File: src/rtl/uart_bank_pkg.sv
package uart_bank_pkg;

  typedef enum logic [3:0] {
    RD_ZERO,
    RD_DIV0,
    RD_DIV1,
    RD_SCR0,
    RD_SCR1,
    RD_MODE,
    RD_LCR,
    RD_FCR,
    RD_TXLV,
    RD_RXLV,
    RD_ID
  } rdSel_e;

  // strobes from the decoder to the register datapath
  typedef struct packed {
    logic       wrLcr;
    logic       wrBank;
    logic [1:0] wrDiv;
    logic [1:0] wrScr;
    logic       wrFcr;
    logic       wrMode;
    rdSel_e     rdSel;
  } regStrobe_t;

  localparam logic [2:0] CTL_LOC  = 3'd3;
  localparam logic [2:0] MODE_LOC = 3'd4;
  localparam logic [2:0] FCR_LOC  = 3'd2;

endpackage

File: src/rtl/uart_bank_ctrl.sv
module uart_bank_ctrl
  import uart_bank_pkg::*;
#(
  parameter int BANK_W = 2
) (
  input  logic [2:0]        addr,
  input  logic              wrEn,
  input  logic              wrBit7,
  input  logic [BANK_W-1:0] bankSel,
  input  logic              lockEff,
  output regStrobe_t        strobe
);

  localparam logic [BANK_W-1:0] BANK_MAIN  = BANK_W'(0);
  localparam logic [BANK_W-1:0] BANK_LEVEL = BANK_W'(1);
  localparam logic [BANK_W-1:0] BANK_INFO  = BANK_W'(3);

  always_comb begin
    strobe       = '0;
    strobe.rdSel = RD_ZERO;
    if (addr == CTL_LOC) begin
      // shared location: bit 7 tells line control from bank select
      strobe.wrLcr  = wrEn & ~wrBit7;
      strobe.wrBank = wrEn & wrBit7;
      strobe.rdSel  = RD_LCR;
    end else if (bankSel == BANK_MAIN) begin
      case (addr)
        3'd0: begin
          if (lockEff) begin
            strobe.wrScr[0] = wrEn;
            strobe.rdSel    = RD_SCR0;
          end else begin
            strobe.wrDiv[0] = wrEn;
            strobe.rdSel    = RD_DIV0;
          end
        end
        3'd1: begin
          if (lockEff) begin
            strobe.wrScr[1] = wrEn;
            strobe.rdSel    = RD_SCR1;
          end else begin
            strobe.wrDiv[1] = wrEn;
            strobe.rdSel    = RD_DIV1;
          end
        end
        FCR_LOC:  strobe.wrFcr = wrEn;
        MODE_LOC: begin
          strobe.wrMode = wrEn;
          strobe.rdSel  = RD_MODE;
        end
        default: ;
      endcase
    end else if (bankSel == BANK_LEVEL) begin
      case (addr)
        3'd0:    strobe.rdSel = RD_TXLV;
        3'd1:    strobe.rdSel = RD_RXLV;
        default: ;
      endcase
    end else if (bankSel == BANK_INFO) begin
      case (addr)
        3'd0:    strobe.rdSel = RD_ID;
        3'd1:    strobe.rdSel = RD_LCR;
        3'd2:    strobe.rdSel = RD_FCR;
        default: ;
      endcase
    end
  end

endmodule

File: src/rtl/uart_bank_dp.sv
module uart_bank_dp
  import uart_bank_pkg::*;
#(
  parameter int         DATA_W   = 8,
  parameter int         LEVEL_W  = 6,
  parameter int         BANK_W   = 2,
  parameter logic [3:0] REVISION = 4'h2
) (
  input  logic                 clk,
  input  logic                 rstN,
  input  regStrobe_t           strobe,
  input  logic [DATA_W-1:0]    wrData,
  input  logic                 rdEn,
  input  logic [LEVEL_W-1:0]   txLevel,
  input  logic [LEVEL_W-1:0]   rxLevel,
  input  logic                 extMode,
  output logic [DATA_W-1:0]    rdData,
  output logic [BANK_W-1:0]    bankSel,
  output logic                 lockEff,
  output logic [DATA_W-1:0]    lineCtrl,
  output logic [DATA_W-1:0]    fifoCtrl,
  output logic [2*DATA_W-1:0]  divisor,
  output logic                 fallbackEn
);

  localparam int          PAD_W   = DATA_W - LEVEL_W;
  localparam int          ID_PAD  = DATA_W - 8;
  localparam logic [7:0]  ID_BYTE = {4'h3, REVISION};

  logic [DATA_W-1:0] scratch [2];
  logic              lockBit;
  logic              fallbackReq;
  logic [DATA_W-1:0] rdVal;

  assign lockEff    = lockBit & ~extMode;
  assign fallbackEn = fallbackReq & ~lockEff;

  always_ff @(posedge clk or negedge rstN) begin
    if (!rstN) begin
      bankSel     <= '0;
      lineCtrl    <= '0;
      fifoCtrl    <= '0;
      lockBit     <= 1'b0;
      fallbackReq <= 1'b0;
    end else begin
      if (strobe.wrBank) bankSel  <= wrData[BANK_W-1:0];
      if (strobe.wrLcr)  lineCtrl <= wrData;
      if (strobe.wrFcr)  fifoCtrl <= wrData;
      if (strobe.wrMode) begin
        lockBit     <= wrData[0];
        fallbackReq <= wrData[1];
      end
    end
  end

  // divisor bytes and their overlaid scratchpads
  for (genvar b = 0; b < 2; b++) begin : g_byte
    always_ff @(posedge clk or negedge rstN) begin
      if (!rstN) begin
        divisor[b*DATA_W +: DATA_W] <= '0;
        scratch[b]                  <= '0;
      end else begin
        if (strobe.wrDiv[b]) divisor[b*DATA_W +: DATA_W] <= wrData;
        if (strobe.wrScr[b]) scratch[b]                  <= wrData;
      end
    end
  end

  always_comb begin
    case (strobe.rdSel)
      RD_DIV0: rdVal = divisor[DATA_W-1:0];
      RD_DIV1: rdVal = divisor[2*DATA_W-1:DATA_W];
      RD_SCR0: rdVal = scratch[0];
      RD_SCR1: rdVal = scratch[1];
      RD_MODE: rdVal = {{(DATA_W-2){1'b0}}, fallbackReq, lockBit};
      RD_LCR:  rdVal = lineCtrl;
      RD_FCR:  rdVal = fifoCtrl;
      RD_TXLV: rdVal = {{PAD_W{1'b0}}, txLevel};
      RD_RXLV: rdVal = {{PAD_W{1'b0}}, rxLevel};
      RD_ID:   rdVal = DATA_W'({{ID_PAD{1'b0}}, ID_BYTE});
      default: rdVal = '0;
    endcase
    rdData = rdEn ? rdVal : '0;
  end

endmodule

File: src/rtl/uart_bank_regs.sv
module uart_bank_regs
  import uart_bank_pkg::*;
#(
  parameter int         DATA_W   = 8,
  parameter int         LEVEL_W  = 6,
  parameter int         BANK_W   = 2,
  parameter logic [3:0] REVISION = 4'h2
) (
  input  logic                clk,
  input  logic                rstN,
  input  logic [2:0]          addr,
  input  logic                wrEn,
  input  logic [DATA_W-1:0]   wrData,
  input  logic                rdEn,
  output logic [DATA_W-1:0]   rdData,
  input  logic [LEVEL_W-1:0]  txLevel,
  input  logic [LEVEL_W-1:0]  rxLevel,
  input  logic                extMode,
  output logic [BANK_W-1:0]   bankSel,
  output logic [DATA_W-1:0]   lineCtrl,
  output logic [DATA_W-1:0]   fifoCtrl,
  output logic [2*DATA_W-1:0] divisor,
  output logic                fallbackEn
);

  regStrobe_t strobe;
  logic       lockEff;

  uart_bank_ctrl #(.BANK_W(BANK_W)) u_ctrl (
    .addr    (addr),
    .wrEn    (wrEn),
    .wrBit7  (wrData[DATA_W-1]),
    .bankSel (bankSel),
    .lockEff (lockEff),
    .strobe  (strobe)
  );

  uart_bank_dp #(
    .DATA_W   (DATA_W),
    .LEVEL_W  (LEVEL_W),
    .BANK_W   (BANK_W),
    .REVISION (REVISION)
  ) u_dp (
    .clk        (clk),
    .rstN       (rstN),
    .strobe     (strobe),
    .wrData     (wrData),
    .rdEn       (rdEn),
    .txLevel    (txLevel),
    .rxLevel    (rxLevel),
    .extMode    (extMode),
    .rdData     (rdData),
    .bankSel    (bankSel),
    .lockEff    (lockEff),
    .lineCtrl   (lineCtrl),
    .fifoCtrl   (fifoCtrl),
    .divisor    (divisor),
    .fallbackEn (fallbackEn)
  );

endmodule

File: config.mk
export PLATFORM = sky130hd
export DESIGN_NAME = uart_bank_regs
export DESIGN_NICKNAME = d
export VERILOG_FILES = /design/src/rtl/uart_bank_pkg.sv /design/src/rtl/uart_bank_ctrl.sv /design/src/rtl/uart_bank_dp.sv /design/src/rtl/uart_bank_regs.sv
export SDC_FILE = /design/constraint.sdc
export NUM_CORES = 1
export LEC_CHECK = 0
export BUFFER_PORTS_ARGS = -buffer_cell sky130_fd_sc_hd__buf_2
export CAP_MARGIN = 20
export CORE_ASPECT_RATIO = 0.6
export CORE_UTILIZATION = 47
export CTS_CLUSTER_SIZE = 40
export DETAILED_ROUTE_END_ITERATION = 8
export GPL_ROUTABILITY_DRIVEN = 0
export PLACE_DENSITY = 0.75
export SYNTH_ARGS = -nofsm -noshare
export SYNTH_HDL_FRONTEND = slang
export SYNTH_SLANG_ARGS = --single-unit
File: constraint.sdc
create_clock -name clk -period 1.6 [get_ports clk]
set_clock_uncertainty 0.15 [all_clocks]
set_input_delay 0.08 -clock clk [delete_from_list [all_inputs] [get_ports clk]]
set_output_delay 0.08 -clock clk [all_outputs]
set_load 0.01 [all_outputs]
==> results of run 1 <==
==> layout by cell type (no fill, tap or decap), drive strengths merged, types with 2 or more instances in the layout <==
| master | count |
|---|---|
| nor2b | 3 |
| a222oi | 3 |
| nor4 | 3 |
| mux2 | 51 |
| nand2 | 11 |
| buf | 122 |
| mux2i | 7 |
| o32ai | 2 |
| a21oi | 7 |
| nand4 | 2 |
| dfrtp | 52 |
| and2 | 2 |
| clkbuf | 7 |
| nand2b | 5 |
| dlygate4sd3 | 9 |
| nor2 | 10 |
| a31oi | 7 |
| mux4 | 4 |
| a22oi | 7 |
| nand4b | 2 |
| nor3 | 4 |
| nand3 | 3 |
==> where the power goes <==
| part | switching [W] | internal [W] |
|---|---|---|
| Clock | 0.000448 | 0.000353 |
| Combinational | 0.000662 | 0.000828 |
| Sequential | 0.000257 | 0.00162 |
| Total | 0.00137 | 0.00280 |
==> state kept, by name, summed over array words and instances, names as in the netlist <==
name              cells
u_dp.lockBit          1
u_dp.fifoCtrl         8
u_dp.scratch         16
u_dp.divisor         16
u_dp.fallbackReq      1
u_dp.bankSel          2
u_dp.lineCtrl         8
==> tightest hold or removal path, stage by stage <==
cell and delay [ns]:
dlygate4sd3_1 0.52, buf_2 0.12, buf_12 0.25
==> final cells by class <==
class                   count  area [sq um]
fillers                   368          1370
clock inverters             1          7.51
inverters                   1          3.75
repair buffers            131           906
flip-flops and latches     52          1300
multi-input cells         143          1470
well taps                  66          82.6
clock buffers               7          86.3
==> synthesized netlist by cell type, types with 3 or more instances <==
cell | n | area [sq um]
a21oi_1 | 7 | 35.0
a222oi_1 | 3 | 30.0
a22oi_1 | 7 | 52.6
a31oi_1 | 7 | 43.8
buf_2 | 5 | 25.0
dfrtp_1 | 52 | 1300
mux2_2 | 43 | 484
mux2_4 | 8 | 120
mux2i_1 | 7 | 70.1
mux4_1 | 3 | 78.8
nand2_1 | 10 | 37.5
nand2b_1 | 5 | 31.3
nor2_1 | 8 | 30.0
nor3_1 | 3 | 15.0
==> logic make-up (layout without fill, tap and decap cells) <==
family,Yosys count,after routing,synth area share (%)
buffers and inverters,10,140,2.22
AO/OA/AOI/OAI,32,32,8.36
flip-flops,52,52,49.1
multiplexers,62,62,29.3
AND/OR/NAND/NOR,49,49,11.0
==> worst max path at each step <==
stage | start | endpoint | slack, ns
after global placement | u_dp.bankSel[1]$_DFFE_PN0P_ | rdData[1] | -0.27
after CTS | u_dp.lockBit$_DFFE_PN0P_ | rdData[0] | -0.46
after detailed placement | u_dp.bankSel[1]$_DFFE_PN0P_ | u_dp.divisor[9]$_DFFE_PN0P_ | -0.29
after floorplan | u_dp.bankSel[1]$_DFFE_PN0P_ | u_dp.scratch[0]$_DFFE_PN0P_ | -0.13
final | u_dp.bankSel[0]$_DFFE_PN0P_ | rdData[7] | -0.50
after global routing | u_dp.bankSel[1]$_DFFE_PN0P_ | rdData[6] | -0.60
==> through the flow <==
| step | instance area (sq um) | power, W | cells | setup TNS (ns) |
|---|---|---|---|---|
| after global routing | 3860 | 0.00436 | 401 | -13.46 |
| after detailed placement | 3480 | 0.00321 | 382 | -9.62 |
| after global placement | 3480 | 0.00316 | 382 | -7.79 |
| after CTS | 3810 | 0.00414 | 400 | -10.16 |
| final | 3860 | 0.00417 | 401 | -10.82 |
| after floorplan | 2730 | 0.00258 | 205 | -1.98 |
==> what timing repair did <==
action / 4_1_cts / 5_1_grt
endpoints found under the setup margin: 51 / 50
buffers inserted: 1 / 2
pin swaps: 20 / 13
gates resized for setup: 38 / 11
cloned: 0 / 0
hold buffers: 9 / 0
hold endpoints to repair: 98 / 0
==> routing by layer <==
layer,share of wire (%),vias up
met5,0,-
met1,47,1178
li1,-,1035
met3,6.6,9
met2,45,77
met4,0.72,0
==> results.md, run 1 <==
* Critical path data arrival time at between 1.5 and 2 ns
* Worst slew pin tran at 0.324 ns
* Avg Inst Size Synth at 12.9 sq um
* Worst-Skew Late Latency at 0.31 ns
* Outcome: finished with violations
* Setup-failing EPs final at 50
* GR Util met3 at 6.43%
* Post-Synthesis Cells at 205
* Total Routing Usage GR at 28.8%
* Sink Count at 52
* Reg-to-reg critical path startpoint: u_dp.bankSel[0]$_DFFE_PN0P_
* #FFs+latches synth at 52
* Vias in the first global route at 2293
* Initial antenna violation count at 0
* Hold crit path type: primary input to async pin
* M1 GR Usage at 41.0%
* Slowest CP cell: dfrtp_2
* Clock buffer depth at 2
* Reg2reg path depth at 6
* CP max stage delay at around 0.5 ns
* First-pass iteration count of the detailed router at 4
* Max cap viols at 0
* Sequential fraction of the synthesis area at between 40% and 50%
* First-pass GRT wire length at about 13000 um
* Max Fclk at 477 MHz
* Antenna viol nets, final at 0
* Reg clk slew, reported paths at approximately 0.090 ns
* Crit path max fanout at 7
* Number of synthesized flops with an enable pin at 0
* CP most frequent cell: buf_6
* Vias per cell at 5.73
* Ant. Diodes at 0
* Pre-CTS WS at -0.294 ns
* Critical Path RT at 1.37 ns
* RSZ-0062 raised after global routing: true
* Mapped Area at 2650 sq um
* GRT overflow at 0
* Ys async rst share at 100%
* Count of pins over their slew limit at 0
* Final Hold Viols at 0
* Die height at 60.2 um
* Synthesis-to-finish area growth at 45.7%
* Hold Slack at 0.127 ns
* Worst reg2reg path endpoint: u_dp.scratch[0]$_DFFE_PN0P_
* Final setup margin at -0.499 ns
* Cell variety after synth at 42
* Largest net degree at the start of global routing at 53
* CP Depth at 7
* Period utilization at 131%
* Core footprint at about 5200 sq um
* Residual DRC count at 0
* Die area at around 6000 sq um
* Main synth FF type: dfrtp_1
* Warnings from Yosys at 0
* Die W at 98.9 um
* Mapped Nets at 233
* Kind of end point of the critical path: output pin
* CP Cell Sequence: buf_6 > a21oi_4 > nor3b_4 > buf_6 > a222oi_1 > nor2_1 > buf_2
* Root Buffer: clkbuf_8
* Failing checks: negative setup slack
* CP bufs+invs at 3
* Slew headroom at 78.3%
* Crit Path Category: flop to output pin
* Power per Cell Area at 1080 nW/um^2
* Starting density of the core at a little over 50%
* DRT Wirelength at between 8000 and 9000 um
* Share of layout cells above drive strength 1 at 66.3%
* Vias at 2299
* Minimum clock period after layout at about 2.1 ns
* Startpoint type of the worst setup path: flop
* Dpl hpwl at 5790 um
* Buffers on Ports at 70
* Avg WL per Cell at 20.2 um
* R2R Setup Slk at -0.31 ns
* Row Count at 20
* Global route hottest layer: met2
* Ports at slightly above 70
* Worst VDD drop at ~660 uV
* Fin nets at 362
* CP delay by family, top: compound AO/OA/AOI/OAI gates
* Num CTS Buffers at 5
* Layout Utilization at 73.8%
* CTS tree: built
* Met2 usage at between 40% and 50%
* Drt first-iter violations at 178
* CTS H-tree depth at 2
* Leakage power at 1.83 nW
Note: power is estimated with default switching activity, not from simulation.
==> inputs of run 2 (changes only) <==
--- a/config.mk
+++ b/config.mk
@@ -7,12 +7,13 @@
 export LEC_CHECK = 0
 export BUFFER_PORTS_ARGS = -buffer_cell sky130_fd_sc_hd__buf_2
 export CAP_MARGIN = 20
-export CORE_ASPECT_RATIO = 0.6
-export CORE_UTILIZATION = 47
+export CORE_ASPECT_RATIO = 0.75
+export CORE_UTILIZATION = 48
 export CTS_CLUSTER_SIZE = 40
 export DETAILED_ROUTE_END_ITERATION = 8
 export GPL_ROUTABILITY_DRIVEN = 0
-export PLACE_DENSITY = 0.75
+export PLACE_DENSITY = 0.76
 export SYNTH_ARGS = -nofsm -noshare
 export SYNTH_HDL_FRONTEND = slang
+export SYNTH_HIERARCHICAL = 1
 export SYNTH_SLANG_ARGS = --single-unit
==> results.md, run 2 <==
* Area leader, netlist: dfrtp_1
* Final setup margin at -1.18 ns
* Count of pins over their slew limit at 0
* Ant. Diodes at 0
* Largest net degree at the start of global routing at 53
* Setup-failing EPs final at 50
* Period utilization at 174%
* Outcome: finished with violations
* Failing checks: negative setup slack
* Critical path data arrival time at about 2.6 ns
* Minimum clock period after layout at ~2.8 ns
* Dpl hpwl at 6030 um
* Setup TNS at -25.21 ns
* Synthesis-to-finish area growth at 56.6%
* Ys async rst share at 100%
* RSZ-0062 raised after global routing: true
* Sink Count at 52
* Count leader, synth: mux2_2
* Antenna viol nets, final at 0
* Die height at 69.2 um
* Top cells by count, synth: 55 x mux2_2, 52 x dfrtp_1, 11 x nand2_1
* Yosys top cell area share at 45.1%
* Die W at 91.6 um
* Ports at 71
* Slew headroom at between 70 and 80%
* Mapped Nets at between 200 and 300
* Avg Inst Size Synth at around 12 sq um
* Crit path max fanout at 7
* Pre-CTS WS at -0.929 ns
* Fin nets at 413
* Worst slew pin tran at 0.317 ns
* Share of layout cells above drive strength 1 at 66.3%
* Final Hold Viols at 0
* Starting density of the core at 49.8%
* Residual DRC count at 0
* Max cap viols at 0
* GRT overflow at 0
* Drt first-iter violations at between 200 and 300
* Total Routing Usage GR at between 30% and 40%
* Core footprint at 5800 sq um
* Die area at ~6300 sq um
* Number of synthesized flops with an enable pin at 0
* Regs by FF count: u_dp/divisor: 16 flops, u_dp/scratch: 16 flops
* Critical Path RT at 1.37 ns
* Fillers at 323
* DRT Wirelength at 10700 um
* CTS H-tree depth at 2
* Synth top area cells: dfrtp_1 45%, mux2_2 21%, a22o_1 2.7%, mux2i_1 2.1%, nor2b_1 1.9%
* Num CTS Buffers at 5
* Clock buffer depth at 2
* Warnings from Yosys at 6
* Most common cell after layout, fill and taps aside: buf_2
* Root Buffer: clkbuf_8
* Kind of end point of the critical path: output pin
* Initial antenna violation count at 1
* Cell variety after synth at a little over 40
* Main synth FF type: dfrtp_1
* Vias per cell at 6.11
* CTS tree: built
* Post-Synthesis Cells at 249
* Sequential fraction of the synthesis area at 45.1%
* Vias in the first global route at 2961
* Most frequent cells in the layout: 71 x buf_2, 50 x dfrtp_1, 44 x buf_4
* Crit Path Category: flop to output pin
* Power per Cell Area at 1190 nW/um^2
* Mapped Area at 2890 sq um
* Row Count at 24
* Buffers on Ports at 70
* Max Fclk at 360 MHz
* First-pass GRT wire length at 15600 um
* #FFs+latches synth at 52
* Vias at 2835
* Worst-Skew Late Latency at 0.32 ns
* Avg WL per Cell at 23.0 um
* Leakage power at ~2.1 nW
* Reg clk slew, reported paths at 0.10 ns
* First-pass iteration count of the detailed router at 4
* Hold crit path type: primary input to flop
* Startpoint type of the worst setup path: flop
* Worst VDD drop at between 600 and 700 uV
==> run 2: what timing repair did <==
action / CTS / global route
gates resized for setup: 67 / 53
hold buffers: 9 / 0
cloned: 3 / 0
hold endpoints to repair: 104 / 0
pin swaps: 11 / 14
setup buffers: 10 / 2
endpoints found under the setup margin: 50 / 50
==> run 2: layout make-up <==
class                           count  area (sq um)  share of cell area [%]
Timing Repair Buffer              145          1030                    22.8
Multi-Input combinational cell    178          1970                    43.5
Sequential cell                    52          1300                    28.8
Tap cell                           78          97.6                    2.16
Clock buffer                        6          72.6                    1.60
Clock inverter                      2          38.8                   0.858
Inverter                            3          11.3                   0.249
==> run 2: where the power goes <==
| group | total [W] | internal, W | switching [W] |
|---|---|---|---|
| Clock | 0.000935 | 0.000473 | 0.000461 |
| Combinational | 0.00240 | 0.00129 | 0.00111 |
| Sequential | 0.00204 | 0.00170 | 0.000344 |
| Total | 0.00538 | 0.00347 | 0.00191 |
==> run 2: cell families (layout without fill, tap and decap cells) <==
kind of cell	Yosys count	count (layout)	share of synthesized area, %
simple gates	66	66	13.6
flops	52	52	45.1
buf+inv	21	156	4.55
mux	63	63	25.1
compound gates	47	49	11.7
==> run 2: critical path, stage by stage (launching register included) <==
cell	delay, ns
dfrtp_2	0.45
buf_4	0.17
nor4_4	0.04
a22oi_2	0.28
a21oi_2	0.16
buf_4	0.16
buf_4	0.15
nor3b_4	0.23
buf_4	0.14
a32oi_1	0.05
a31oi_1	0.21
buf_2	0.17
==> run 2: per-stage QoR <==
stage	instance area (sq um)	instances	utilization (%)	hold WS, ns	total power (W)
after global placement	3710	433	64.0	-0.0572	0.00371
after detailed placement	3710	433	64.0	-0.0540	0.00378
after CTS	4310	463	74.3	0.0675	0.00502
after global routing	4520	464	78.0	0.0626	0.00561
final	4520	464	78.0	0.0660	0.00538
after floorplan	2970	249	-	-0.366	0.00298
==> run 2: final timing paths <==
kind | start | endpoint | slack [ns] | cells after the start
max in group asynchronous | rstN | u_dp/bankSel[1]$_DFFE_PN0P_ | 0.89 | 3
min in group asynchronous | rstN | u_dp/bankSel[0]$_DFFE_PN0P_ | 0.12 | 3
hold / removal | wrEn | u_dp/lockBit$_DFFE_PN0P_ | 0.07 | 3
setup / recovery | u_dp/bankSel[0]$_DFFE_PN0P_ | rdData[4] | -1.18 | 11
setup reg to reg | u_dp/bankSel[1]$_DFFE_PN0P_ | u_dp/divisor[15]$_DFFE_PN0P_ | -0.48 | 7
hold reg to reg | u_dp/scratch[12]$_DFFE_PN0P_ | u_dp/scratch[12]$_DFFE_PN0P_ | 0.38 | 1
==> run 2: per-layer routing <==
layer,GRT usage (%),part of all wire [%],wire length (um),up-vias
met5,0,0.12,13,-
met4,14.3,5.5,587,2
met3,6.14,9.0,958,54
met2,50.7,45,4840,197
met1,43.2,40,4270,1387
li1,-,-,-,1195
==> inputs of run 3 (changes only) <==
--- a/config.mk
+++ b/config.mk
@@ -8,11 +8,12 @@
 export BUFFER_PORTS_ARGS = -buffer_cell sky130_fd_sc_hd__buf_2
 export CAP_MARGIN = 20
 export CORE_ASPECT_RATIO = 0.75
-export CORE_UTILIZATION = 48
+export CORE_UTILIZATION = 50
+export CTS_BUF_LIST = sky130_fd_sc_hd__clkbuf_8
 export CTS_CLUSTER_SIZE = 40
 export DETAILED_ROUTE_END_ITERATION = 8
 export GPL_ROUTABILITY_DRIVEN = 0
-export PLACE_DENSITY = 0.76
+export PLACE_DENSITY = 0.79
 export SYNTH_ARGS = -nofsm -noshare
 export SYNTH_HDL_FRONTEND = slang
 export SYNTH_HIERARCHICAL = 1
==> results.md, run 3 (synthesis gave the netlist of run 2 again) <==
* Power Total at 0.00473 W
* Initial antenna violation count at 0
* Startpoint type of the worst setup path: flop
* Buffers on Ports at 70
* Vias at 2623
* Reg-to-reg critical path startpoint: u_dp/bankSel[1]$_DFFE_PN0P_
* Most frequent cells in the layout: 70 x buf_2, 51 x mux2_2, 51 x dfrtp_1
* Hold path cells at 3
* CTS H-tree depth at 2
* Slowest CP cell: dfrtp_1
* CP max stage delay at between 0.4 and 0.5 ns
* Max Fclk at 364 MHz
* Max cap viols at 0
* Critical path data arrival time at between 2 and 3 ns
* Sequential Area at 1300 sq um
* Vias per cell at 5.82
* Power per Cell Area at about 1100 nW/um^2
* Leakage power at 1.90 nW
* Total Routing Usage GR at 29.9%
* Most common cell after layout, fill and taps aside: buf_2
* Sink Count at 52
* Die W at between 80 and 90 um
* Slew headroom at 78.9%
* Root Buffer: clkbuf_8
* Outcome: finished with violations
* Starting density of the core at 53.1%
* Regs by FF count: u_dp/divisor: 16 flops, u_dp/scratch: 16 flops
* RSZ-0062 raised after global routing: true
* Crit path max fanout at 10
* Antenna viol nets, final at 0
* Largest net degree at the start of global routing at 53
* Minimum clock period after layout at ~2.7 ns
* Vias in the first global route at 2598
* Ports at 71
* Crit Path Category: flop to output pin
* Synthesis-to-finish area growth at 42.7%
* Count of pins over their slew limit at 0
* Worst slew pin tran at about 0.32 ns
* Drt first-iter violations at 227
* Reg2reg path depth at 7
* Fin nets at ~400
* Core footprint at 5440 sq um
* Multi-input logic area at 1660 sq um
* Clock buffer depth at 2
* R2R Setup Slk at -0.37 ns
* Setup-failing EPs final at 51
* Avg WL per Cell at 19.7 um
* Num CTS Buffers at 5
* First-pass GRT wire length at 13800 um
* CP Cell Sequence: buf_6 > nor4_4 > a22oi_1 > a21oi_2 > buf_6 > and2b_1 > a32oi_1 > a2bb2oi_2 > a21oi_2 > buf_2
* Share of layout cells above drive strength 1 at between 60% and 70%
* Hold Slack at slightly below 0.09 ns
* Worst-Skew Late Latency at around 0.3 ns
* Endpoint with the worst hold slack: u_dp/lockBit$_DFFE_PN0P_
* Hold crit path type: primary input to flop
* Residual DRC count at 0
* Min-delay src: wrEn
* CTS tree: built
* CP delay by family, top: compound AO/OA/AOI/OAI gates
* Die area at 6090 sq um
* Final setup margin at -1.15 ns
* Worst VDD drop at between 700 and 800 uV
* Placed Area at 3700 sq um
* Kind of end point of the critical path: output pin
* Worst Setup SP: u_dp/bankSel[1]$_DFFE_PN0P_
* Dpl hpwl at 5860 um
* GRT overflow at 0
* DRT Wirelength at 8900 um
* Fillers at 362
* Layout Utilization at 75.8%
* Failing checks: negative setup slack
* Ant. Diodes at 0
* Worst reg2reg path endpoint: u_dp/fifoCtrl[4]$_DFFE_PN0P_
* Die height at 67.8 um
* Reg clk slew, reported paths at approximately 0.090 ns
* Row Count at 23
* First-pass iteration count of the detailed router at 4
* Critical Path RT at 1.37 ns
* Period utilization at 172%
* Design area at 4120 sq um
* CP bufs+invs at 3
* Final Hold Viols at 0
-- run 3: cell count changes in the layout (fill, tap and decap cells not counted), moves of 3 or more --
cell / change
mux2_2: +37
mux2_4: -37
buf_4: -4
buf_6: -3
o21ai_2: -3
-- run 3: worst max-delay path by stage --
stage,slack (ns),end,cells past startpoint
floorplan,-0.59,rdData[0],9
global placement,-0.73,rdData[1],10
detailed placement,-0.79,rdData[1],9
CTS,-1.02,rdData[2],10
global route,-1.23,rdData[4],10
finish,-1.15,rdData[1],10
-- run 3: report_power, final --
group / switching, W / leakage (nW) / internal [W]
logic: 0.000936 / 1.20 / 0.00104
clock network: 0.000449 / 0.0455 / 0.000306
registers: 0.000296 / 0.649 / 0.00170
total: 0.00168 / 1.90 / 0.00304
-- run 3: repair_timing --
| action | in CTS | in global routing |
|---|---|---|
| gates cloned | 2 | 0 |
| resized for setup | 31 | 20 |
| hold endpoints to repair | 99 | 0 |
| pin swaps | 3 | 1 |
| buffers inserted | 4 | 1 |
| hold buffers | 9 | 0 |
| setup endpoints to repair | 50 | 56 |
-- run 3: cell type report --
type                       instances  share of cell area (%)
tap                               75                    2.28
inverter                           3                   0.273
clock inverter                     3                   0.486
timing repair buffer             137                    23.3
sequential                        52                    31.6
multi-input combinational        176                    40.4
clock buffer                       5                    1.67
-- run 3: routing by layer --
| metal | track usage, % | vias to the layer above | wire length (um) |
|---|---|---|---|
| met5 | 0 | - | 0 |
| met1 | 41.2 | 1284 | 3860 |
| li1 | - | 1182 | - |
| met4 | 11.3 | 0 | 209 |
| met2 | 47.1 | 135 | 4040 |
| met3 | 6.67 | 22 | 788 |
-- run 3: through the flow --
stage          setup TNS, ns  setup WS [ns]  instances
2_1_floorplan         -10.40         -0.587        249
3_3_place_gp          -19.47         -0.730        429
3_5_place_dp          -21.22         -0.790        429
4_1_cts               -20.86          -1.02        452
5_1_grt               -24.07          -1.23        451
6_report              -21.76          -1.15        451
-- run 3: worst register-to-register path, stage by stage (launching register included) --
cell and delay [ns]:
dfrtp_1 0.41, buf_6 0.14, nor2_2 0.16, buf_6 0.14
nand2_4 0.08, nor3b_4 0.25, buf_6 0.18, mux2_2 0.34
